==> src/rtl/lcd_wave_pkg.sv <==
// Shared level codes and decode helpers for the LCD waveform generator.
// Assumes two commons and quarter lengths that never exceed QLEN_MAX.
package lcd_wave_pkg;

    typedef logic [1:0] lvl_t;

    localparam lvl_t LV_GND  = 2'b00;
    localparam lvl_t LV_HALF = 2'b01;
    localparam lvl_t LV_FULL = 2'b10;

    localparam int NCOM     = 2;
    localparam int QLEN_MAX = 192;

    // Quarter length in ticks (frame divisor / 4); unknown codes use 384/4.
    function automatic int unsigned quarter_len(input logic [2:0] sel);
        case (sel)
            3'b110:  return 192;
            3'b111:  return 144;
            3'b001:  return 72;
            3'b010:  return 48;
            default: return 96;
        endcase
    endfunction

    // Number of leading pins acting as ports; codes above 4 give none.
    function automatic logic [2:0] port_count(input logic [2:0] sel);
        return (sel <= 3'd4) ? sel : 3'd0;
    endfunction

    // Opposite supply rail of a full/ground level.
    function automatic lvl_t flip_rail(input lvl_t rail);
        return (rail == LV_FULL) ? LV_GND : LV_FULL;
    endfunction

endpackage

==> src/rtl/lcd_frame_timer.sv <==
// Frame timer: counts accepted ticks within a quarter and steps a 2-bit
// quarter index. Assumes tick is a one-cycle enable synchronous to clk.
module lcd_frame_timer
    import lcd_wave_pkg::*;
#(
    parameter int QMAX  = QLEN_MAX,
    localparam int CNT_W = $clog2(QMAX)
) (
    input  logic       clk,
    input  logic       rst_n,
    input  logic       tick,
    input  logic       run,
    input  logic [2:0] rate_sel,
    output logic [1:0] phase
);

    logic [CNT_W-1:0] cnt;
    logic [CNT_W-1:0] last;

    // Terminal count of the quarter for the current selector.
    assign last = CNT_W'(quarter_len(rate_sel) - 1);

    // Advance the tick count; wrap and step the quarter at the terminal count.
    always_ff @(posedge clk) begin
        if (!rst_n) begin
            cnt   <= '0;
            phase <= 2'd0;
        end else if (tick && run) begin
            if (cnt >= last) begin
                cnt   <= '0;
                phase <= phase + 2'd1;
            end else begin
                cnt <= cnt + 1'b1;
            end
        end
    end

endmodule

==> src/rtl/lcd_com_drive.sv <==
// Common drivers: produce both common level codes from the quarter index
// and the drive mode, plus the rail of the currently selected common.
// Assumes phase[1] gives the polarity and phase[0] the selected common.
module lcd_com_drive
    import lcd_wave_pkg::*;
(
    input  logic [1:0]        phase,
    input  logic              duty2,
    input  logic              active,
    output logic [2*NCOM-1:0] com_lvl,
    output lvl_t              ref_rail
);

    // Rail of the selected common: full in the first half frame.
    assign ref_rail = phase[1] ? LV_GND : LV_FULL;

    for (genvar k = 0; k < NCOM; k++) begin : g_com
        // Level for common k under the overrides and drive mode.
        always_comb begin
            if (!active) begin
                com_lvl[2*k +: 2] = LV_GND;
            end else if (!duty2) begin
                com_lvl[2*k +: 2] = (k == 0) ? ref_rail : LV_GND;
            end else begin
                com_lvl[2*k +: 2] = (phase[0] == 1'(k)) ? ref_rail : LV_HALF;
            end
        end
    end

endmodule

==> src/rtl/lcd_seg_drive.sv <==
// Segment drivers: pick each pin's display bit for the drive mode and the
// selected common, apply the overrides, and remap leading pins to ports.
// Assumes ref_rail is always LV_FULL or LV_GND.
module lcd_seg_drive
    import lcd_wave_pkg::*;
#(
    parameter int SEG_N  = 54,
    parameter int PORT_N = 4
) (
    input  logic               sub,
    input  lvl_t               ref_rail,
    input  logic               duty2,
    input  logic               blank,
    input  logic               psave,
    input  logic               inhibit_n,
    input  logic [2:0]         port_sel,
    input  logic [2*SEG_N-1:0] disp,
    output logic [2*SEG_N-1:0] seg_lvl
);

    logic [2:0] port_num;

    // Decoded number of leading pins acting as ports.
    assign port_num = port_count(port_sel);

    for (genvar n = 0; n < SEG_N; n++) begin : g_seg
        logic bit_sel;
        logic is_port;
        logic port_bit;

        // Display bit for the present common and drive mode.
        assign bit_sel = duty2 ? (sub ? disp[2*n+1] : disp[2*n]) : disp[n];

        if (n < PORT_N) begin : g_port
            // Port role and its data bit for the leading pins.
            assign is_port  = inhibit_n && (3'(n) < port_num);
            assign port_bit = duty2 ? disp[2*n] : disp[n];
        end else begin : g_plain
            assign is_port  = 1'b0;
            assign port_bit = 1'b0;
        end

        // Final level: port data, forced ground, or segment waveform.
        always_comb begin
            if (is_port) begin
                seg_lvl[2*n +: 2] = port_bit ? LV_FULL : LV_GND;
            end else if (!inhibit_n || psave) begin
                seg_lvl[2*n +: 2] = LV_GND;
            end else if (bit_sel && !blank) begin
                seg_lvl[2*n +: 2] = flip_rail(ref_rail);
            end else begin
                seg_lvl[2*n +: 2] = ref_rail;
            end
        end
    end

endmodule

==> src/rtl/lcd_wave_gen.sv <==
// LCD waveform generator top: frame timer, common drivers and segment
// drivers. Outputs are combinational from the quarter register and inputs.
// Assumes all inputs are synchronous to clk.
module lcd_wave_gen
    import lcd_wave_pkg::*;
#(
    parameter int SEG_N  = 54,
    parameter int PORT_N = 4,
    localparam int DISP_W = 2 * SEG_N,
    localparam int SEG_W  = 2 * SEG_N,
    localparam int COM_W  = 2 * NCOM
) (
    input  logic              clk,
    input  logic              rst_n,
    input  logic              osc_tick,
    input  logic              inhibit_n,
    input  logic [DISP_W-1:0] disp_bits,
    input  logic [2:0]        rate_sel,
    input  logic              duty2,
    input  logic              blank,
    input  logic              psave,
    input  logic [2:0]        port_sel,
    output logic [COM_W-1:0]  com_lvl,
    output logic [SEG_W-1:0]  seg_lvl
);

    logic [1:0] phase;
    logic       active;
    lvl_t       ref_rail;

    // Panel drive runs only when not inhibited and not in power save.
    assign active = inhibit_n && !psave;

    lcd_frame_timer #(.QMAX(QLEN_MAX)) u_timer (
        .clk      (clk),
        .rst_n    (rst_n),
        .tick     (osc_tick),
        .run      (active),
        .rate_sel (rate_sel),
        .phase    (phase)
    );

    lcd_com_drive u_com (
        .phase    (phase),
        .duty2    (duty2),
        .active   (active),
        .com_lvl  (com_lvl),
        .ref_rail (ref_rail)
    );

    lcd_seg_drive #(.SEG_N(SEG_N), .PORT_N(PORT_N)) u_seg (
        .sub       (phase[0]),
        .ref_rail  (ref_rail),
        .duty2     (duty2),
        .blank     (blank),
        .psave     (psave),
        .inhibit_n (inhibit_n),
        .port_sel  (port_sel),
        .disp      (disp_bits),
        .seg_lvl   (seg_lvl)
    );

endmodule

==> config.mk <==
export PLATFORM = sky130hd
export DESIGN_NAME = lcd_wave_gen
export DESIGN_NICKNAME = d
export VERILOG_FILES = /design/src/rtl/lcd_wave_pkg.sv /design/src/rtl/lcd_frame_timer.sv /design/src/rtl/lcd_com_drive.sv /design/src/rtl/lcd_seg_drive.sv /design/src/rtl/lcd_wave_gen.sv
export SDC_FILE = /design/constraint.sdc
export NUM_CORES = 1
export LEC_CHECK = 0
export BUFFER_PORTS_ARGS = -buffer_cell sky130_fd_sc_hd__buf_2
export CAP_MARGIN = 20
export CORE_ASPECT_RATIO = 1.1
export CORE_MARGIN = 3
export CORE_UTILIZATION = 43
export CTS_CLUSTER_SIZE = 20
export DETAILED_ROUTE_END_ITERATION = 7
export GPL_TIMING_DRIVEN = 0
export PLACE_DENSITY = 0.87
export SLEW_MARGIN = 20
export SYNTH_ARGS = -nofsm -noshare
export SYNTH_HDL_FRONTEND = slang
export SYNTH_SLANG_ARGS = --single-unit
export TNS_END_PERCENT = 100
==> constraint.sdc <==
create_clock -name clk -period 1.95 [get_ports clk]
set_input_delay 0.0975 -clock clk [delete_from_list [all_inputs] [get_ports clk]]
set_output_delay 0.0975 -clock clk [all_outputs]
set_load 0.03 [all_outputs]
==> impl_metrics.py <==
metrics = {
    "global_route": {
        "grt_start_max_net_pins": 12,
        "grt_overflow": 0,
        "grt_pass1_vias": 4023,
        "track_usage_pct": 25.4,
        "grt_antenna_before_repair": 2,
        "grt_pass1_wl_um": 19100,
    },
    "yosys": {
        "synth_most_common_cell": "nor2_1",
        "ys_seq_area_share_pct": 5.84,
        "synth.yosys.warnings": 0,
        "ys_ff_latch": 10,
        "synthCells": 466,
        "synthTopCellsByArea": "mux2i_1, xnor2_1, nor2_1",
        "ys.flop_type": "dfxtp_1",
        "syn_area_um2": 3430,
        "synth_common_cells": "nor2_1, xnor2_1, buf_4, mux2i_1, a211oi_2",
        "synth_edf_count": 0,
        "yosys.area.top_type_share_pct": 16.1,
        "synthArstFlopShare_pct": 0,
        "synth_area_leader_cell": "mux2i_1",
        "synth_cell_types": 41,
        "syn_avg_cell_area_um2": 7.35,
    },
    "clocking": {
        "clockRootBuffer": "clkbuf_8",
        "clkSinkCount": 10,
        "h-tree-depth": 1,
        "numCtsBuffers": 3,
        "clkTransAtPathRegs_ns": 0.05,
        "clk_path_buf_depth": 2,
        "insertion_delay_ns": 0.24,
        "ctsHoldBuffers": 0,
        "cts_tree": "yes",
    },
    "power": {
        "irDropWorstVdd_mv": 0.343,
        "p_total_uw": 1480,
        "p_leak_uw": 0.00228,
        "p_per_area_nw_per_um2": 301,
    },
    "cells_and_area": {
        "fin_area_um2": 4900,
        "fillers": 658,
        "areaGrowthSynthToFinish_pct": 43.1,
        "layout.nets": 830,
        "post_route_cells_drive_above_1_share_pct": 45.6,
    },
    "detailed_routing": {
        "drt_first_pass_iters": 4,
        "via_count": 4045,
        "routed_via_density": 5.03,
        "totalWireLength_um": 12900,
        "ant_nets": 0,
        "drcViolationCount": 0,
        "wl_per_cell_um": 16.0,
        "drt_iter0_markers": 168,
    },
    "timing": {
        "worstMarginPinSlew_ns": 0.717,
        "skew_ns": 0.00207,
        "fmax_mhz": 512,
        "whs_ns": 0.163,
        "hold_violations": 0,
        "post-route-min-period_ns": 1.95,
        "slew-limit-headroom_pct": 52.2,
        "fin_ws_ns": -0.00366,
        "slew_viol_final": 0,
        "rsz0062_at_grt": "true",
        "min_period_over_period_pct": 100,
        "fin_setup_tns_ns": -0.00366,
        "setup_viol": 1,
    },
    "die": {
        "die_y_um": 99.6,
        "die_width_um": 91.1,
        "design.core.area_um2": 7600,
        "num_io_pins": 233,
        "rows": 33,
        "initial_core_util_pct": 45.1,
        "die_area_um2": 9080,
    },
    "setup_path": {
        "setup.worst_path.class": "register to output port",
        "reg2reg_depth": 5,
        "rrSetupSlack_ns": 0.45,
        "cp.required_ns": 1.85,
        "crit_fanout": 8,
        "crit_end": "seg_lvl[13]",
        "cp-start-kind": "register",
        "r2r-start": "u_timer.cnt[3]",
        "crit_arrival_ns": 1.86,
        "crit_start": "u_timer.phase[0]",
        "rr_endpoint": "u_timer.cnt[1]",
        "worst_setup_path_end_kind": "output port",
    },
    "place": {
        "gp_congestion": 0.862,
        "dp_hpwl_um": 10300,
        "port_buffers": 175,
        "placedInstanceArea_um2": 4630,
        "pre_cts_slack_ns": -0.244,
    },
    "outcome": {
        "outcome": "complete, but fails checks",
        "violations": "negative setup slack",
    },
    "flow_run": {
        "cap_violations": 0,
    },
    "min_path": {
        "hp-class": "primary input to register",
    },
}
## logic make-up (layout without fill, tap and decap cells)
logic type,Yosys count,after routing,synth area share (%)
flops,10,10,5.84
other cells,1,55,0.109
buf+inv,98,277,20.1
fa+ha+maj,9,9,3.29
mux,57,57,16.7
compound gates,68,68,18.7
simple gates,162,162,19.7
xor+xnor,61,61,15.6
## repair_timing
action                     CTS  global route
setup endpoints to repair   12            34
buffers inserted             1             0
resized for setup           10            50
pin swaps                    2             8
cloned                       0             1
## layout make-up
| cell class | instances | area, um2 | area share, % |
|---|---|---|---|
| multi-input combinational | 411 | 2880 | 58.7 |
| timing repair buffer | 177 | 966 | 19.7 |
| buffer | 93 | 668 | 13.6 |
| sequential | 10 | 201 | 4.11 |
| tap | 105 | 131 | 2.68 |
| clock buffer | 3 | 41.3 | 0.842 |
| inverter | 4 | 15.0 | 0.306 |
| antenna | 1 | 2.50 | 0.0510 |
## worst max-delay path, cell delays in order, from the launching register on
cell and delay (ns):
dfxtp_2 0.33, buf_6 0.13, buf_12 0.15, buf_4 0.16, mux2i_1 0.25, a211oi_2 0.12, xnor2_1 0.15, nor2_1 0.12
clkbuf_4 0.22
## worst min-delay path by stage
| stage | start | end | cells past startpoint |
|---|---|---|---|
| finish | rst_n | u_timer.phase[1] | 3 |
| detailed placement | rst_n | u_timer.phase[1] | 3 |
| global route | rst_n | u_timer.phase[1] | 3 |
| global placement | rst_n | u_timer.phase[1] | 3 |
| CTS | rst_n | u_timer.phase[1] | 3 |
| floorplan | rst_n | u_timer.phase[0] | 2 |
## state kept, by name, indices dropped and copies added (netlist names)
signal and count:
u_timer.cnt 8, u_timer.phase 2
## per-stage QoR
step | instances | util [%]
after CTS | 802 | 62.0
final | 804 | 64.5
after detailed placement | 799 | 61.0
after global routing | 804 | 64.5
after global placement | 799 | 61.0
after floorplan | 519 | -
## where the power goes
group,total [uW],internal (uW),switching [uW]
Combinational,1050,404,643
Sequential,208,206,2.11
Clock,222,136,86.2
Total,1480,746,732
## metal layers
metal / global-route usage, % / wire length (um) / vias to the layer above
li1: - / - / 1941
met1: 25.6 / 4540 / 1842
met2: 49.4 / 6710 / 206
met3: 6.13 / 1010 / 54
met4: 10.3 / 572 / 2
met5: 0 / 13 / -
## placed cells by master, fill, tap and decap left out, types with 5 or more instances in the layout
cell type  synthesis  final
a211oi_1          26     20
a211oi_2          27     33
a21oi_1            6      5
buf_2             17    169
buf_4             56     68
clkbuf_1          11     10
clkbuf_4           0     12
conb_1             1     54
dfxtp_1           10      9
ha_1               9      9
mux2i_1           55     42
mux2i_2            0      9
nand2_1           16     16
nor2_1           118    117
xnor2_1           58     58
(Power assumes the default switching activity.)
